### src/rtl/lgc_pkg.sv
// Package: shared constants and helper for the logarithmic gain control block.
// Assumes: tenths-of-a-decibel arithmetic; step sizes are integral in that unit.
package lgc_pkg;

    // Register select values on the address line.
    typedef enum logic {
        SEL_STEPS = 1'b0,
        SEL_FLAGS = 1'b1
    } reg_sel_e;

    // Default step weights in 0.1 dB units.
    localparam int unsigned COARSE_STEP_DEF = 15;
    localparam int unsigned FINE_STEP_DEF   = 1;

    // Largest magnitude reachable for a code width and step weights.
    function automatic int unsigned max_mag(input int unsigned code_w,
                                            input int unsigned c_step,
                                            input int unsigned f_step);
        int unsigned top_code;
        top_code = (1 << code_w) - 1;
        return top_code * c_step + top_code * f_step;
    endfunction

endpackage

### src/rtl/lgc_strobe_edge.sv
// Module: lgc_strobe_edge
// Detects the rising edge of the write strobe, sampled on the system clock.
// Assumes: strobe is already synchronous to clk; its history resets high so that
// a strobe idling high after reset does not produce a spurious edge.
module lgc_strobe_edge (
    input  logic clk,
    input  logic rst_n,
    input  logic strb_n,
    output logic rise
);

    logic strb_q;

    // Remember the strobe level seen at the previous clock edge.
    always_ff @(posedge clk) begin
        if (!rst_n) begin
            strb_q <= 1'b1;
        end else begin
            strb_q <= strb_n;
        end
    end

    // Rising edge: high now, low one clock ago.
    always_comb begin
        rise = strb_n & ~strb_q;
    end

endmodule

### src/rtl/lgc_regs.sv
// Module: lgc_regs
// Holds the two address-selected control registers: the step codes and the mode
// flags. Generates a one-cycle done pulse for each accepted write.
// Assumes: wr_en is a single-cycle qualified write request.
module lgc_regs #(
    parameter int unsigned BUS_W     = 8,
    parameter int unsigned CODE_W    = 4,
    parameter int unsigned ATTEN_BIT = 0,
    parameter int unsigned PDN_BIT   = 1
) (
    input  logic              clk,
    input  logic              rst_n,
    input  logic              wr_en,
    input  logic              sel,
    input  logic [BUS_W-1:0]  wdata,
    output logic [CODE_W-1:0] coarse,
    output logic [CODE_W-1:0] fine,
    output logic              atten,
    output logic              pdn,
    output logic              done
);
    import lgc_pkg::*;

    localparam int unsigned FINE_LO   = 0;
    localparam int unsigned COARSE_LO = CODE_W;

    logic wr_steps;
    logic wr_flags;

    // Decode which register the current request targets.
    always_comb begin
        wr_steps = wr_en && (reg_sel_e'(sel) == SEL_STEPS);
        wr_flags = wr_en && (reg_sel_e'(sel) == SEL_FLAGS);
    end

    // Step-code register: fine in the low nibble, coarse above it.
    always_ff @(posedge clk) begin
        if (!rst_n) begin
            fine   <= '0;
            coarse <= '0;
        end else if (wr_steps) begin
            fine   <= wdata[FINE_LO +: CODE_W];
            coarse <= wdata[COARSE_LO +: CODE_W];
        end
    end

    // Mode-flag register: direction and power-down; other bus bits unused.
    always_ff @(posedge clk) begin
        if (!rst_n) begin
            atten <= 1'b0;
            pdn   <= 1'b0;
        end else if (wr_flags) begin
            atten <= wdata[ATTEN_BIT];
            pdn   <= wdata[PDN_BIT];
        end
    end

    // Done pulse: high the cycle after any accepted write.
    always_ff @(posedge clk) begin
        if (!rst_n) begin
            done <= 1'b0;
        end else begin
            done <= wr_en;
        end
    end

endmodule

### src/rtl/lgc_decode.sv
// Module: lgc_decode
// Converts the stored codes into a signed gain in 0.1 dB units.
// Assumes: GAIN_W is wide enough for the signed maximum magnitude.
module lgc_decode #(
    parameter int unsigned CODE_W      = 4,
    parameter int unsigned GAIN_W      = 10,
    parameter int unsigned COARSE_STEP = 15,
    parameter int unsigned FINE_STEP   = 1
) (
    input  logic [CODE_W-1:0]        coarse,
    input  logic [CODE_W-1:0]        fine,
    input  logic                     atten,
    output logic signed [GAIN_W-1:0] gain
);

    logic [GAIN_W-1:0] mag;

    // Magnitude: weighted sum of the coarse and fine codes.
    always_comb begin
        mag = GAIN_W'(coarse) * GAIN_W'(COARSE_STEP)
            + GAIN_W'(fine)   * GAIN_W'(FINE_STEP);
    end

    // Sign: a cut is the two's complement of the magnitude.
    always_comb begin
        if (atten) begin
            gain = -$signed(mag);
        end else begin
            gain = $signed(mag);
        end
    end

endmodule

### src/rtl/log_gain_ctrl.sv
// Module: log_gain_ctrl
// Top of the bus-programmed logarithmic gain control register. Writes are taken
// at the strobe's rising edge when chip select is low; the stored codes are
// decoded to a signed gain and a power-down request.
// Assumes: all bus inputs are synchronous to clk and stable around the strobe edge.
module log_gain_ctrl #(
    parameter int unsigned BUS_W       = 8,
    parameter int unsigned CODE_W      = 4,
    parameter int unsigned GAIN_W      = 10,
    parameter int unsigned COARSE_STEP = lgc_pkg::COARSE_STEP_DEF,
    parameter int unsigned FINE_STEP   = lgc_pkg::FINE_STEP_DEF
) (
    input  logic                     clk,
    input  logic                     rst_n,
    input  logic                     cs_n,
    input  logic                     wr_n,
    input  logic                     addr,
    input  logic [BUS_W-1:0]         data,
    output logic signed [GAIN_W-1:0] gain,
    output logic                     pwr_down,
    output logic                     wr_done
);

    logic              strb_rise;
    logic              wr_ok;
    logic [CODE_W-1:0] coarse_c;
    logic [CODE_W-1:0] fine_c;
    logic              atten_c;

    lgc_strobe_edge u_edge (
        .clk    (clk),
        .rst_n  (rst_n),
        .strb_n (wr_n),
        .rise   (strb_rise)
    );

    // Qualify the strobe edge with chip select.
    always_comb begin
        wr_ok = strb_rise & ~cs_n;
    end

    lgc_regs #(
        .BUS_W  (BUS_W),
        .CODE_W (CODE_W)
    ) u_regs (
        .clk    (clk),
        .rst_n  (rst_n),
        .wr_en  (wr_ok),
        .sel    (addr),
        .wdata  (data),
        .coarse (coarse_c),
        .fine   (fine_c),
        .atten  (atten_c),
        .pdn    (pwr_down),
        .done   (wr_done)
    );

    lgc_decode #(
        .CODE_W      (CODE_W),
        .GAIN_W      (GAIN_W),
        .COARSE_STEP (COARSE_STEP),
        .FINE_STEP   (FINE_STEP)
    ) u_dec (
        .coarse (coarse_c),
        .fine   (fine_c),
        .atten  (atten_c),
        .gain   (gain)
    );

endmodule

### config.mk
export PLATFORM = sky130hd
export DESIGN_NAME = log_gain_ctrl
export DESIGN_NICKNAME = d
export VERILOG_FILES = /design/src/rtl/lgc_pkg.sv /design/src/rtl/lgc_strobe_edge.sv /design/src/rtl/lgc_regs.sv /design/src/rtl/lgc_decode.sv /design/src/rtl/log_gain_ctrl.sv
export SDC_FILE = /design/constraint.sdc
export NUM_CORES = 1
export LEC_CHECK = 0
export BUFFER_PORTS_ARGS = -buffer_cell sky130_fd_sc_hd__buf_2
export CAP_MARGIN = 40
export CORE_MARGIN = 8
export CORE_UTILIZATION = 58
export DETAILED_ROUTE_END_ITERATION = 12
export PLACE_DENSITY = 0.95
export SYNTH_ARGS = -nofsm -noshare
export SYNTH_HDL_FRONTEND = slang
export SYNTH_SLANG_ARGS = --single-unit
### constraint.sdc
create_clock -name clk -period 9.1 [get_ports clk]
set_clock_uncertainty 0.15 [all_clocks]
set_input_delay 1.365 -clock clk [delete_from_list [all_inputs] [get_ports clk]]
set_output_delay 1.365 -clock clk [all_outputs]
set_load 0.05 [all_outputs]
Word-level counts from Yosys, hierarchy flattened. Index checks and enable logic that the tools add are counted.

Bits in registers: 12. Memories kept: 0. ROM bits: 0. Memory bits (writable): 0. Output and inout port bits: 12. Latch bits: 0.

Add/sub/neg operators: 2. $mul: 1. Bitwise logic cells: 5. Eq/ne operators: 0. Reductions and logical operators: 2. Muxes and demuxes: 1. Shifts and indexed selects: 0. Div/mod/pow operators: 0. $lt $le $gt $ge: 0.

Operator list (count): 10-bit two-way mux (1); 10-bit negation (1); 8-bit by 4-bit adder with 9-bit output (1); 4-bit by 4-bit multiplier with 8-bit output, second input constant (1); 1-bit inverter (3); 1-bit bitwise AND (2); 1-bit logical AND (2).

Longest topological paths before layout.
Depth in word-level cells: 4. Depth in mapped cells: 12. Gate-level depth less buffers: 12.

Cells and area by module. From an unflattened synthesis, not the netlist that was laid out.

Cell total of the unflattened synthesis: 134. Area, all modules: 1238.7 um^2.

By module, submodules not included: lgc_decode (area an instance 735.7 um^2, cells each 85, instances 1, sequential area each 0.0 um^2); lgc_regs (area an instance 449.2 um^2, cells each 45, instances 1, sequential area each 220.2 um^2); lgc_strobe_edge (area an instance 40.0 um^2, cells each 3, instances 1, sequential area each 20.0 um^2); log_gain_ctrl (area an instance 13.8 um^2, cells each 1, instances 1, sequential area each 0.0 um^2).

Worst setup path before layout. OpenSTA, ideal clock, no wires.

Kind: reg-to-output. From: register u_regs.coarse[1]. To: output port gain[8]. Path slack: 3639 ps. Stages on the path, launching flop included: 13. Data arrival time: 3946 ps. Cell sequence: dfxtp_1 -> fa_1 -> fa_1 -> inv_1 -> fa_1 -> inv_1 -> ha_1 -> a211oi_2 -> o21bai_1 -> a21oi_1 -> xnor2_1 -> o31ai_1 -> xnor2_1.

Word-level cells in the longest chain between the ends: 4.

RTL lines: from (decl) (RTL line lgc_regs.sv:16) `output logic [CODE_W-1:0] coarse,`; from (signal assigned) (RTL line lgc_regs.sv:43) `coarse <= wdata[COARSE_LO +: CODE_W];`; 4-bit by 4-bit multiplier with 8-bit output * (RTL line lgc_decode.sv:20) `mag = GAIN_W'(coarse) * GAIN_W'(COARSE_STEP)`; 8-bit by 4-bit adder with 9-bit output * (RTL line lgc_decode.sv:21) `+ GAIN_W'(fine) * GAIN_W'(FINE_STEP);`; 10-bit negation (RTL line lgc_decode.sv:27) `gain = -$signed(mag);`; 10-bit two-way mux * (RTL line lgc_decode.sv:26) `if (atten) begin`; to (decl) (RTL line log_gain_ctrl.sv:19) `output logic signed [GAIN_W-1:0] gain,`.

Every way passes the cells marked *; elsewhere a longest branch is shown, timed or not.

Worst setup path after layout. Same ends and word-level chain as after synthesis.

==> impl_metrics.csv <==
group,metric,value,unit
power,ir_worst_vdd,0.07401,mV
die,pin_count,25,
detailed_routing,drt-wirelength-per-cell,12.61,um
clock_tree,cts_inserted_buffers,3,
die,die_x,60.84,um
detailed_routing,drt_iter0_drc,24,
power,power_leakage,0.7340,nW
worst_setup_path,startpoint,"u_regs.coarse[1]",
timing,rsz0062_at_grt,"false",
synthesis,yosysWarnings,0,
timing,hold_viol,0,
cells_and_area,layout.nets,200,
worst_setup_path,critical_path.max_fanout,5,
power,swShare,26.97,%
clock_tree,htreeDepth,1,
status,status,"finished clean",
place,place_ws,3.501,ns
timing,tightest_slew,0.6099,ns
global_route,met3_usage,2.119,%
place,postPlaceCellArea,1305,sq um
global_route,grt_max_degree,13,
synthesis,synth.net_count,175,
place,hpwlAfterDp,2025,um
power,p_switching,31.86,uW
cells_and_area,final_common_cell,"buf_2",
cells_and_area,syn_to_final_growth,15.02,%
power,pwr-share-clk,34.8,%
global_route,grt_pass1_vias,988,
cells_and_area,regArea,240.2,sq um
cells_and_area,layout_common_cells,"buf_2, nand2_1, ha_1, inv_1, dfxtp_1",
detailed_routing,dr.pass1.iters,4,
worst_setup_path,reg2reg_slack,7.27,ns
timing,fin_crit_sh,65.11,%
place,routabilityCongestion,0.8812,
clock_tree,cts-root-buf,"clkbuf_4",
worst_hold_path,min_from,"u_regs.fine[2]",
timing,fmax,168.8,MHz
clock_tree,cts_tree,"built",
worst_setup_path,start_kind,"flop",
worst_hold_path,hold-path-endpoint,"u_regs.fine[2]",
timing,hold_ws,0.3142,ns
power,p_comb_share,19.3,%
synthesis,syn_inst,136,
cells_and_area,final_area,1341,sq um
cells_and_area,antenna_cells,0,
clock_tree,post_cts_buffers,0,
clock_tree,clock_latency,0.27,ns
detailed_routing,drc,0,
power,power,118.1,uW
synthesis,synthesis.area,1166,sq um
worst_setup_path,rr_endpoint,"u_regs.coarse[2]",
synthesis,synth_area_leader_cell,"dfxtp_1",
global_route,gr-usage-met1,14.72,%
global_route,busiest_layer,"met2",
detailed_routing,antenna_left,0,
timing,setup_viol,0,
power,seq_power_share,45.9,%
synthesis,synthTopCellsByArea,"dfxtp_1, ha_1, fa_1",
power,intPower,86.27,uW
synthesis,yosys.area.top_type_share,20.60,%
synthesis,ys_seq_area_share,20.60,%
detailed_routing,viasPerCell,5.144,
timing,fin_tns_setup,0,ns
clock_tree,clock_sinks,12,
worst_setup_path,arrival,4.41,ns
worst_hold_path,hp-class,"flop to flop",
worst_setup_path,path_class,"flop to primary output",
power,power.density,88.07,nW/um^2
place,port_buffers,24,
timing,finalWorstSetupSlack,3.175,ns
cells_and_area,drive_above_1_share,18.13,%
cells_and_area,multi_input_area,850.8,sq um
synthesis,synth-seq-cells,12,
worst_setup_path,rr_startpoint,"u_edge.strb_q",
timing,slew_headroom,59.25,%
synthesis,synth.avg_cell_area,8.574,sq um
die,rows,16,
flow_run,maxCapViolCount,0,
die,dieArea,3702,sq um
clock_tree,postCtsResizedCells,0,
detailed_routing,routed_wl,2358,um
global_route,grt_util_all_layers,14.00,%
cells_and_area,fillers,169,
worst_setup_path,reg2reg_depth,4,
global_route,grt_remaining_overflow,0,
global_route,grt_pass1_wl,4077,um
timing,report.final.slew_viol_count,0,
synthesis,synth.distinct_cells,27,
die,initial_core_util,60.68,%
timing,finalCriticalPeriod,5.925,ns
global_route,antenna_found_initial,0,
worst_setup_path,worst_setup_path_end_kind,"primary output",
die,coreArea,1922,sq um
worst_hold_path,holdPathStages,2,
clock_tree,clock_path_buffers,2,
clock_tree,cts.clk_slew.worst_paths,0.07,ns
detailed_routing,routed-via-count,962,
clock_tree,cts_hold_buf,0,
die,die_y,60.84,um
global_route,grtUsageMet2,27.00,%
worst_setup_path,worst-endpoint-required,7.59,ns
[cells by family after synthesis]
| logic type | after synthesis | synth area share (%) |
|---|---|---|
| and+or+nand+nor | 42 | 16.85 |
| adders and majority gates | 26 | 32.40 |
| AOI/OAI and AO/OA | 24 | 14.70 |
| buffers and inverters | 20 | 6.438 |
| xor gates and xnor gates | 12 | 9.014 |
| DFF | 12 | 20.60 |
[sequential cells by signal, summed over array words and instances, names as in the netlist]
| register | flops |
|---|---|
| u_regs.fine | 4 |
| u_edge.strb_q | 1 |
| u_regs.coarse | 4 |
| u_regs.atten | 1 |
| u_regs.done | 1 |
| u_regs.pdn | 1 |
[layer usage]
metal | wire length (um) | part of all wire, %
met5 | 0 | 0
met2 | 1239 | 53
met4 | 25 | 1.1
met3 | 122 | 5.2
met1 | 971 | 41
[worst max-delay path by stage]
stage               to  slack (ns)  cells past startpoint
6_report       gain[8]        3.18                     13
5_1_grt        gain[8]        2.96                     13
4_1_cts        gain[8]        3.19                     13
3_5_place_dp   gain[8]        3.50                     13
3_3_place_gp   gain[8]        3.72                     13
2_1_floorplan  gain[8]        3.64                     12
[final cells by class]
cell class	instances	area share, %
tap	27	2.519
sequential	12	17.91
inverter	16	4.478
multi-input combinational	104	63.43
clock buffer	4	2.705
timing repair buffer	24	8.955
[per-stage QoR]
step | utilization, % | cells
2_1_floorplan | - | 136
3_3_place_gp | 67.90 | 183
3_5_place_dp | 67.90 | 183
4_1_cts | 69.79 | 187
5_1_grt | 69.79 | 187
6_report | 69.79 | 187
[synthesized netlist by cell type]
cell type	count
or2_1	1
o21ai_0	3
nor3b_1	1
ha_1	19
dfxtp_1	12
nand2b_1	4
nand2_1	23
nand3_1	4
nor2_1	2
o21bai_1	1
nand3b_1	1
a211oi_2	1
nor3_1	1
fa_1	7
xnor2_1	9
inv_1	16
or3_1	2
a21o_1	3
and2_1	1
xor2_1	3
o31a_1	1
clkbuf_1	4
nor2b_1	1
a21oi_1	3
nand4_1	1
a21boi_0	10
o31ai_1	2
[power by group through the flow]
stage	Combinational (mW)	Sequential, mW	Clock [mW]
5_1_grt	0.0253	0.0543	0.0434
2_1_floorplan	0.0161	0.0556	0
3_3_place_gp	0.0219	0.0553	0
3_5_place_dp	0.0228	0.0554	0
4_1_cts	0.0229	0.0542	0.0418
6_report	0.0228	0.0542	0.0411
[worst max-delay path: stages, from the launching register on]
cell and delay [ns]:
dfxtp_1 0.48, fa_1 0.50, fa_1 0.49, inv_1 0.05, fa_1 0.48, inv_1 0.04, ha_1 0.35, a211oi_2 0.29
nor2_1 0.11, xor2_1 0.18, or3_1 0.38, o31ai_1 0.30, xnor2_1 0.18, buf_2 0.30
Power figures use the tool's default switching activity.
